**src/rtl/tsc_pkg.sv**
```systemverilog
package tsc_pkg;
    localparam int ADDR_W = 5;
    localparam int DATA_W = 32;

    localparam logic [ADDR_W-1:0] OFS_CTRL = 5'h00;
    localparam logic [ADDR_W-1:0] OFS_STEP = 5'h04;
    localparam logic [ADDR_W-1:0] OFS_CLO  = 5'h08;
    localparam logic [ADDR_W-1:0] OFS_CHI  = 5'h0C;
    localparam logic [ADDR_W-1:0] OFS_RATE = 5'h10;

    typedef struct packed {
        logic halt_en;
        logic run;
    } ctrl_t;
endpackage

```
**src/rtl/tsc_regs.sv**
```systemverilog
module tsc_regs
    import tsc_pkg::*;
#(
    parameter int CNT_W  = 64,
    parameter int STEP_W = 16
) (
    input  logic              clk,
    input  logic              rst_n,
    input  logic              wr_en,
    input  logic [ADDR_W-1:0] wr_addr,
    input  logic [DATA_W-1:0] wr_data,
    output ctrl_t             ctrl,
    output logic [STEP_W-1:0] step,
    output logic [DATA_W-1:0] rate,
    output logic              load,
    output logic [CNT_W-1:0]  load_val
);
    typedef struct packed {
        ctrl_t             ctrl;
        logic [STEP_W-1:0] step;
        logic [DATA_W-1:0] rate;
        logic [DATA_W-1:0] stage;
    } regs_t;

    localparam regs_t RST_VAL = '{ctrl: '0, step: STEP_W'(1), rate: '0, stage: '0};

    regs_t r_d, r_q;
    logic [2*DATA_W-1:0] full_w;

    always_comb begin
        r_d = r_q;
        if (wr_en) begin
            case (wr_addr)
                OFS_CTRL: begin
                    r_d.ctrl.run     = wr_data[0];
                    r_d.ctrl.halt_en = wr_data[1];
                end
                OFS_STEP: r_d.step  = wr_data[STEP_W-1:0];
                OFS_CLO:  r_d.stage = wr_data;
                OFS_RATE: r_d.rate  = wr_data;
                default:  ;
            endcase
        end
    end

    always_ff @(posedge clk) begin
        if (!rst_n) r_q <= RST_VAL;
        else        r_q <= r_d;
    end

    assign full_w   = {wr_data, r_q.stage};
    assign load     = wr_en && (wr_addr == OFS_CHI);
    assign load_val = full_w[CNT_W-1:0];
    assign ctrl     = r_q.ctrl;
    assign step     = r_q.step;
    assign rate     = r_q.rate;
endmodule

```
**src/rtl/tsc_count.sv**
```systemverilog
module tsc_count
    import tsc_pkg::*;
#(
    parameter int CNT_W  = 64,
    parameter int STEP_W = 16
) (
    input  logic              clk,
    input  logic              rst_n,
    input  logic              ref_tick,
    input  logic              dbg_halt,
    input  ctrl_t             ctrl,
    input  logic [STEP_W-1:0] step,
    input  logic              load,
    input  logic [CNT_W-1:0]  load_val,
    output logic [CNT_W-1:0]  count
);
    typedef struct packed {
        logic [CNT_W-1:0] cnt;
    } cnt_t;

    cnt_t c_d, c_q;
    logic [CNT_W-1:0] inc_w;
    logic             frozen_w;
    logic             adv_w;

    always_comb begin
        inc_w    = (step == '0) ? CNT_W'(1) : CNT_W'(step);
        frozen_w = ctrl.halt_en && dbg_halt;
        adv_w    = ctrl.run && ref_tick && !frozen_w;
        c_d      = c_q;
        if (load)       c_d.cnt = load_val;
        else if (adv_w) c_d.cnt = c_q.cnt + inc_w;
    end

    always_ff @(posedge clk) begin
        if (!rst_n) c_q <= '0;
        else        c_q <= c_d;
    end

    assign count = c_q.cnt;
endmodule

```
**src/rtl/tsc_rdmux.sv**
```systemverilog
module tsc_rdmux
    import tsc_pkg::*;
#(
    parameter int STEP_W = 16
) (
    input  logic [ADDR_W-1:0] rd_addr,
    input  ctrl_t             ctrl,
    input  logic [STEP_W-1:0] step,
    input  logic [DATA_W-1:0] rate,
    input  logic [63:0]       count64,
    output logic [DATA_W-1:0] rd_data
);
    always_comb begin
        case (rd_addr)
            OFS_CTRL: rd_data = {30'b0, ctrl.halt_en, ctrl.run};
            OFS_STEP: rd_data = DATA_W'(step);
            OFS_CLO:  rd_data = count64[31:0];
            OFS_CHI:  rd_data = count64[63:32];
            OFS_RATE: rd_data = rate;
            default:  rd_data = '0;
        endcase
    end
endmodule

```
**src/rtl/tstamp_counter.sv**
```systemverilog
module tstamp_counter
    import tsc_pkg::*;
#(
    parameter int CNT_W  = 64,
    parameter int STEP_W = 16
) (
    input  logic        clk,
    input  logic        rst_n,
    input  logic        ref_tick,
    input  logic        dbg_halt,
    input  logic        wr_en,
    input  logic [4:0]  wr_addr,
    input  logic [31:0] wr_data,
    input  logic [4:0]  rd_addr,
    output logic [31:0] rd_data,
    output logic [63:0] count_o
);
    ctrl_t             ctrl_w;
    logic [STEP_W-1:0] step_w;
    logic [31:0]       rate_w;
    logic              load_w;
    logic [CNT_W-1:0]  load_val_w;
    logic [CNT_W-1:0]  cnt_w;
    logic              run_w;
    logic              halt_en_w;

    tsc_regs #(.CNT_W(CNT_W), .STEP_W(STEP_W)) u_regs (
        .clk(clk), .rst_n(rst_n), .wr_en(wr_en), .wr_addr(wr_addr), .wr_data(wr_data),
        .ctrl(ctrl_w), .step(step_w), .rate(rate_w), .load(load_w), .load_val(load_val_w)
    );

    tsc_count #(.CNT_W(CNT_W), .STEP_W(STEP_W)) u_count (
        .clk(clk), .rst_n(rst_n), .ref_tick(ref_tick), .dbg_halt(dbg_halt),
        .ctrl(ctrl_w), .step(step_w), .load(load_w), .load_val(load_val_w), .count(cnt_w)
    );

    assign count_o   = 64'(cnt_w);
    assign run_w     = ctrl_w.run;
    assign halt_en_w = ctrl_w.halt_en;

    tsc_rdmux #(.STEP_W(STEP_W)) u_rdmux (
        .rd_addr(rd_addr), .ctrl(ctrl_w), .step(step_w), .rate(rate_w),
        .count64(count_o), .rd_data(rd_data)
    );
endmodule

```
**config.mk**
```make
export PLATFORM = sky130hd
export DESIGN_NAME = tstamp_counter
export DESIGN_NICKNAME = d
export VERILOG_FILES = /design/src/rtl/tsc_pkg.sv /design/src/rtl/tsc_regs.sv /design/src/rtl/tsc_count.sv /design/src/rtl/tsc_rdmux.sv /design/src/rtl/tstamp_counter.sv
export SDC_FILE = /design/constraint.sdc
export NUM_CORES = 1
export LEC_CHECK = 0
export ABC_AREA = 1
export BUFFER_PORTS_ARGS = -buffer_cell sky130_fd_sc_hd__buf_2
export CAP_MARGIN = 10
export CORE_AREA = 2 2 156 158
export DETAILED_ROUTE_END_ITERATION = 12
export DIE_AREA = 0 0 158 160
export MAX_ROUTING_LAYER = met4
export SETUP_SLACK_MARGIN = 0.3
export SYNTH_ARGS = -nofsm -noshare
export SYNTH_HDL_FRONTEND = slang
export SYNTH_SLANG_ARGS = --single-unit
```
**constraint.sdc**
```tcl
create_clock -name clk -period 2.1 [get_ports clk]
set_clock_uncertainty 0.1 [all_clocks]
set_input_delay 0.105 -clock clk [delete_from_list [all_inputs] [get_ports clk]]
set_output_delay 0.105 -clock clk [all_outputs]
set_load 0.1 [all_outputs]
```
After elaboration in Yosys (flattened, before gate mapping)
Index checks and enable logic that the tools add are counted.

Logic and storage cells: 32. Register bits after elaboration: 146. Bits of input ports: 47. Output and inout bits: 96.

Add/sub/neg operators: 1. Equality and inequality tests: 8. Reductions and logical operators: 13. Muxes and demuxes: 4.

Operators by type and width (number): $pmux W32 S5 (1); $mux W64 (2); $add A64 B64 Y64 (1); $eq A5 B4 Y1 const B (4); $logic_not A16 Y1 (1); $mux W16 (1); $eq A5 B3 Y1 const B (2); $eq A5 B5 Y1 const B (2); $logic_not A5 Y1 (2); $reduce_and A2 Y1 (4); $logic_and A1 B1 Y1 (4); $reduce_bool A2 Y1 (1); $logic_not A1 Y1 (1).

Logic depth before layout (Yosys ltp)
Depth in word-level cells: 5. Depth in mapped cells: 16. Depth with buffers taken out: 16.

Hierarchy
From an unflattened synthesis, not the netlist that was laid out.

Cells, all modules: 1822. Area total of the unflattened synthesis: 10846.7 sq um.

Modules (own cells, without submodules): tsc_count (cells an instance 1082, sequential area each 1281.2 sq um, area each 6060.8 sq um, times used 1); tsc_regs (cells an instance 548, sequential area each 1641.6 sq um, area each 3703.6 sq um, times used 1); tsc_rdmux (cells an instance 192, sequential area each 0.0 sq um, area each 1082.3 sq um, times used 1).

Worst setup path after synthesis
Ideal clock, no wire load.

Path kind: register to output. Start: reg u_count.c_q (netlist bit u_count.count[36]). End: out rd_data[4]. Slack: -1451 ps. Cell stages (with the launch flop): 3. Path buffers: 0. Required time: 1895 ps. Data arrival time: 3346 ps. Cells stage by stage: dfxtp_1 > inv_1 > o21ai_0.

Longest elaborated chain between the ends: 1.

RTL lines: from (decl) (line tsc_count.sv:21) `cnt_t c_d, c_q;`; from (signal assigned) (line tsc_count.sv:36) `if (!rst_n) c_q <= '0;`; from (signal assigned) (line tsc_count.sv:37) `else c_q <= c_d;`; $pmux W32 S5 (line tsc_rdmux.sv:14) `case (rd_addr)`; to (decl) (line tstamp_counter.sv:15) `output logic [31:0] rd_data,`.

Every way passes these cells.

Final worst setup path
Start: reg u_regs.r_q (netlist bit u_regs.step[11]). End: reg u_count.c_q (netlist bit u_count.count[38]).

Longest elaborated chain between the ends: 5.

RTL lines: from (decl) (line tsc_regs.sv:27) `regs_t r_d, r_q;`; from (signal assigned) (line tsc_regs.sv:48) `else r_q <= r_d;`; $logic_not A16 Y1 (line tsc_count.sv:27) `inc_w = (step == '0) ? CNT_W'(1) : CNT_W'(step);`; $mux W16 * (line tsc_count.sv:27); $add A64 B64 Y64 * (line tsc_count.sv:32) `else if (adv_w) c_d.cnt = c_q.cnt + inc_w;`; $mux W64 * (line tsc_count.sv:32); $mux W64 * (line tsc_count.sv:31) `if (load) c_d.cnt = load_val;`.

Mark *: on every way between the ends. The rest lies on a longest branch, timed or not. The select of a mux whose other input is x is not followed. A chain may end at the register's enable or synchronous reset.

==> run metrics <==
Power Total=between 6 and 7 mW; multi-input combinational cell area=0.00617 mm²; IO Pins=143; clk sinks=146; max layer used=met4; per-cell routed wire length=20.1 µm; hold path cells=5; Switching Fraction=27.0%; synthesized flop and latch total=approximately 150; status=complete, but fails checks; Startpoint Class=register; vias in the first global route=10.5k; Psw=~1.7 mW; largest net degree at the start of global routing=between 80 and 90; Final period util=124%; metal2 WL=17800 µm; Die Wd=158 µm; Antenna diodes=0; cells on worst reg2reg path=16; violated checks=setup timing; worst-path fanout max=5; first-pass detailed-route iteration total=5; Num CTS Buffers=17; final hold violations=0; RePlAce Congestion=0.995; fraction of layout instances using a drive strength above 1=33.9%; routed via count=approximately 11k; PwrDens=464 mW/mm²; synth warn=0; Final WS setup=-514 ps; library cells used by synthesis=41; sequential area share after synthesis=between 30% and 40%; maximum buffer depth of the clock tree=2; r2r startpoint=u_regs.step[11]$_SDFFE_PN0P_; first-pass GRT wire length=61400 µm; CTS Root Cell=clkbuf_16; cells after synthesis=between 1k and 1.5k; hold_ws=between 15 and 20 ps; Synth area leaders=dfxtp_1 (32%), nand2_1 (15%), inv_1 (9.2%); Avg Inst Size Synth=6.33 µm²; post-synth top area share=32.2%; number of fillers in the final layout=2262; PortBufs=~140; MaxCap Viol Count=0; hold_sp=wr_addr[4]; Synth area leader=dfxtp_1; Clock power frac=49.8%; post-layout util=58.3%; antenna violations before repair=0; leading cell type in the layout, fill and taps excluded=nand2_1; Initial Util=38.1%; GRT Total Usage=33.2%; Layout area overhead=52.9%; DRT Wirelength=40900 µm; Post-synth EDFFs=0; worst vdd ir=about 0.35 mV; critical path class=register to register; Final Slew Violations=0; die height=around 160 µm; Clock Latency Late Sink=440 ps; Remaining DRCs=0; Final nets=1761; H-tree levels=4; Slew Limit Headroom=44.2%; Critical Path RT=2350 ps; vias per inst=5.43; core box area=0.0238 mm²; GRT Residual Overflow=0; worst slew pin tran=837 ps; RSZ-0062 raised after global routing=yes; drt initial violations=1101; most frequent cells in the layout=nand2_1 (318), inv_1 (215), a21oi_1 (125), buf_4 (113), buf_2 (110); post-route ant nets=0; Lkg Pwr=6.10 nW; die area=around 0.025 mm²; Post-Syn Area=0.00908 mm²; FMAX=0.383 GHz; worst setup path startpoint=u_regs.step[11]$_SDFFE_PN0P_; syn_nets=about 1.5k; register area=0.00307 mm²; DRT met1 WL=18300 µm; ys async rst share=0%; min cycle time layout=between 2000 and 3000 ps; TritonCTS clock tree=done; nature of the critical path endpoint=register; Rows=57; Seq pwr share=43.3%; Setup-failing EPs final=63; HPWL reported at the end of detailed placement=just over 30000 µm; Combinational Power Share=7.0%; prevailing post-synth register cell=dfxtp_1; critical path data arrival time=2870 ps; hold crit path type=primary input to register; met3 wire len=4050 µm; Int Power=~4.7 mW; Worst-path clk slew=~70 ps
## worst paths after layout
| check | to | slack [ps] |
|---|---|---|
| worst min-delay path | u_regs.ctrl[0]$_SDFFE_PN0P_ | 20 |
| worst min register to register | u_count.count[15]$_SDFFE_PN0P_ | 380 |
| worst max register to register | u_count.count[38]$_SDFFE_PN0P_ | -510 |
| worst max-delay path | u_count.count[38]$_SDFFE_PN0P_ | -510 |
## flip-flops by register name (all words and copies together), names as in the netlist
signal           count
u_regs.rate         32
u_regs.step         16
u_regs.ctrl          2
u_regs.load_val     32
u_count.count       64
## routing by layer
layer  up-vias  GRT usage, %
li1       5247             -
met1      5211          46.7
met2       532          47.6
met3        58          8.25
met4         0          7.99
met5         -             -
## final cells by class
| cell class | instances | area share (%) |
|---|---|---|
| Timing Repair inverter | 1 | 0.0541 |
| Sequential cell | 146 | 22.1 |
| Clock inverter | 13 | 0.991 |
| Multi-Input combinational cell | 985 | 44.4 |
| Inverter | 232 | 6.45 |
| Tap cell | 324 | 2.92 |
| Timing Repair Buffer | 314 | 19.7 |
| Clock buffer | 19 | 3.34 |
## synth_stat cells, drive strengths merged, types with 11 or more instances
| cell type | count |
|---|---|
| a31oi | 13 |
| ha | 16 |
| o2111ai | 11 |
| o221ai | 16 |
| a21oi | 142 |
| buf | 28 |
| o21ai | 112 |
| nor3 | 33 |
| nor2 | 74 |
| clkbuf | 45 |
| nand3 | 109 |
| nand2 | 373 |
| inv | 230 |
| dfxtp | 146 |
| o22ai | 31 |
| nand4 | 20 |
## through the flow
stage	instance area [µm²]	worst slack, ps	std cells	TNS (ps)
after global routing	13900	-620	2034	-29120
after floorplan	9910	-106	1435	-983
after global placement	12200	-569	1948	-26210
final	13900	-514	2034	-22290
after detailed placement	12200	-629	1948	-29410
after CTS	13500	-431	2020	-16810
## logic make-up (layout without fill, tap and decap cells)
logic type      count (synthesis)  after routing  synth area share [%]
compound gates                335            335                  20.7
xor+xnor                       12             12                  1.16
fa+ha+maj                      17             17                  2.43
buf+inv                       305            579                  13.3
flops                         146            146                  32.2
simple gates                  620            621                  30.2
## power groups by stage
| stage | registers [mW] | logic (mW) | clock network [mW] |
|---|---|---|---|
| 6_report | 2.79 | 0.449 | 3.21 |
| 5_1_grt | 2.79 | 0.479 | 3.34 |
| 4_1_cts | 2.79 | 0.432 | 3.23 |
| 3_5_place_dp | 2.85 | 0.381 | 0 |
| 3_3_place_gp | 2.85 | 0.378 | 0 |
| 2_1_floorplan | 2.88 | 0.175 | 0 |
## what timing repair did
action	4_1_cts	5_1_grt
endpoints found under the setup margin	71	94
setup buffers	6	13
gates cloned	1	1
hold buffers	33	0
pin swaps	44	39
resized for setup	79	72
hold endpoints to repair	85	0
## critical path, cell delays in order, from the launching register on
cell     delay [ps]
dfxtp_2         340
nor4_4          340
buf_4           170
a41o_1          160
ha_2            190
fa_2            210
nand3_2          90
nand3_4          90
nand2_2          50
nand2_2          90
buf_4           130
nand3_4         100
nand3_4         150
nand2_2          50
nand2_1          50
nand3_1          60
a21oi_1         140
(Power assumes the default switching activity.)
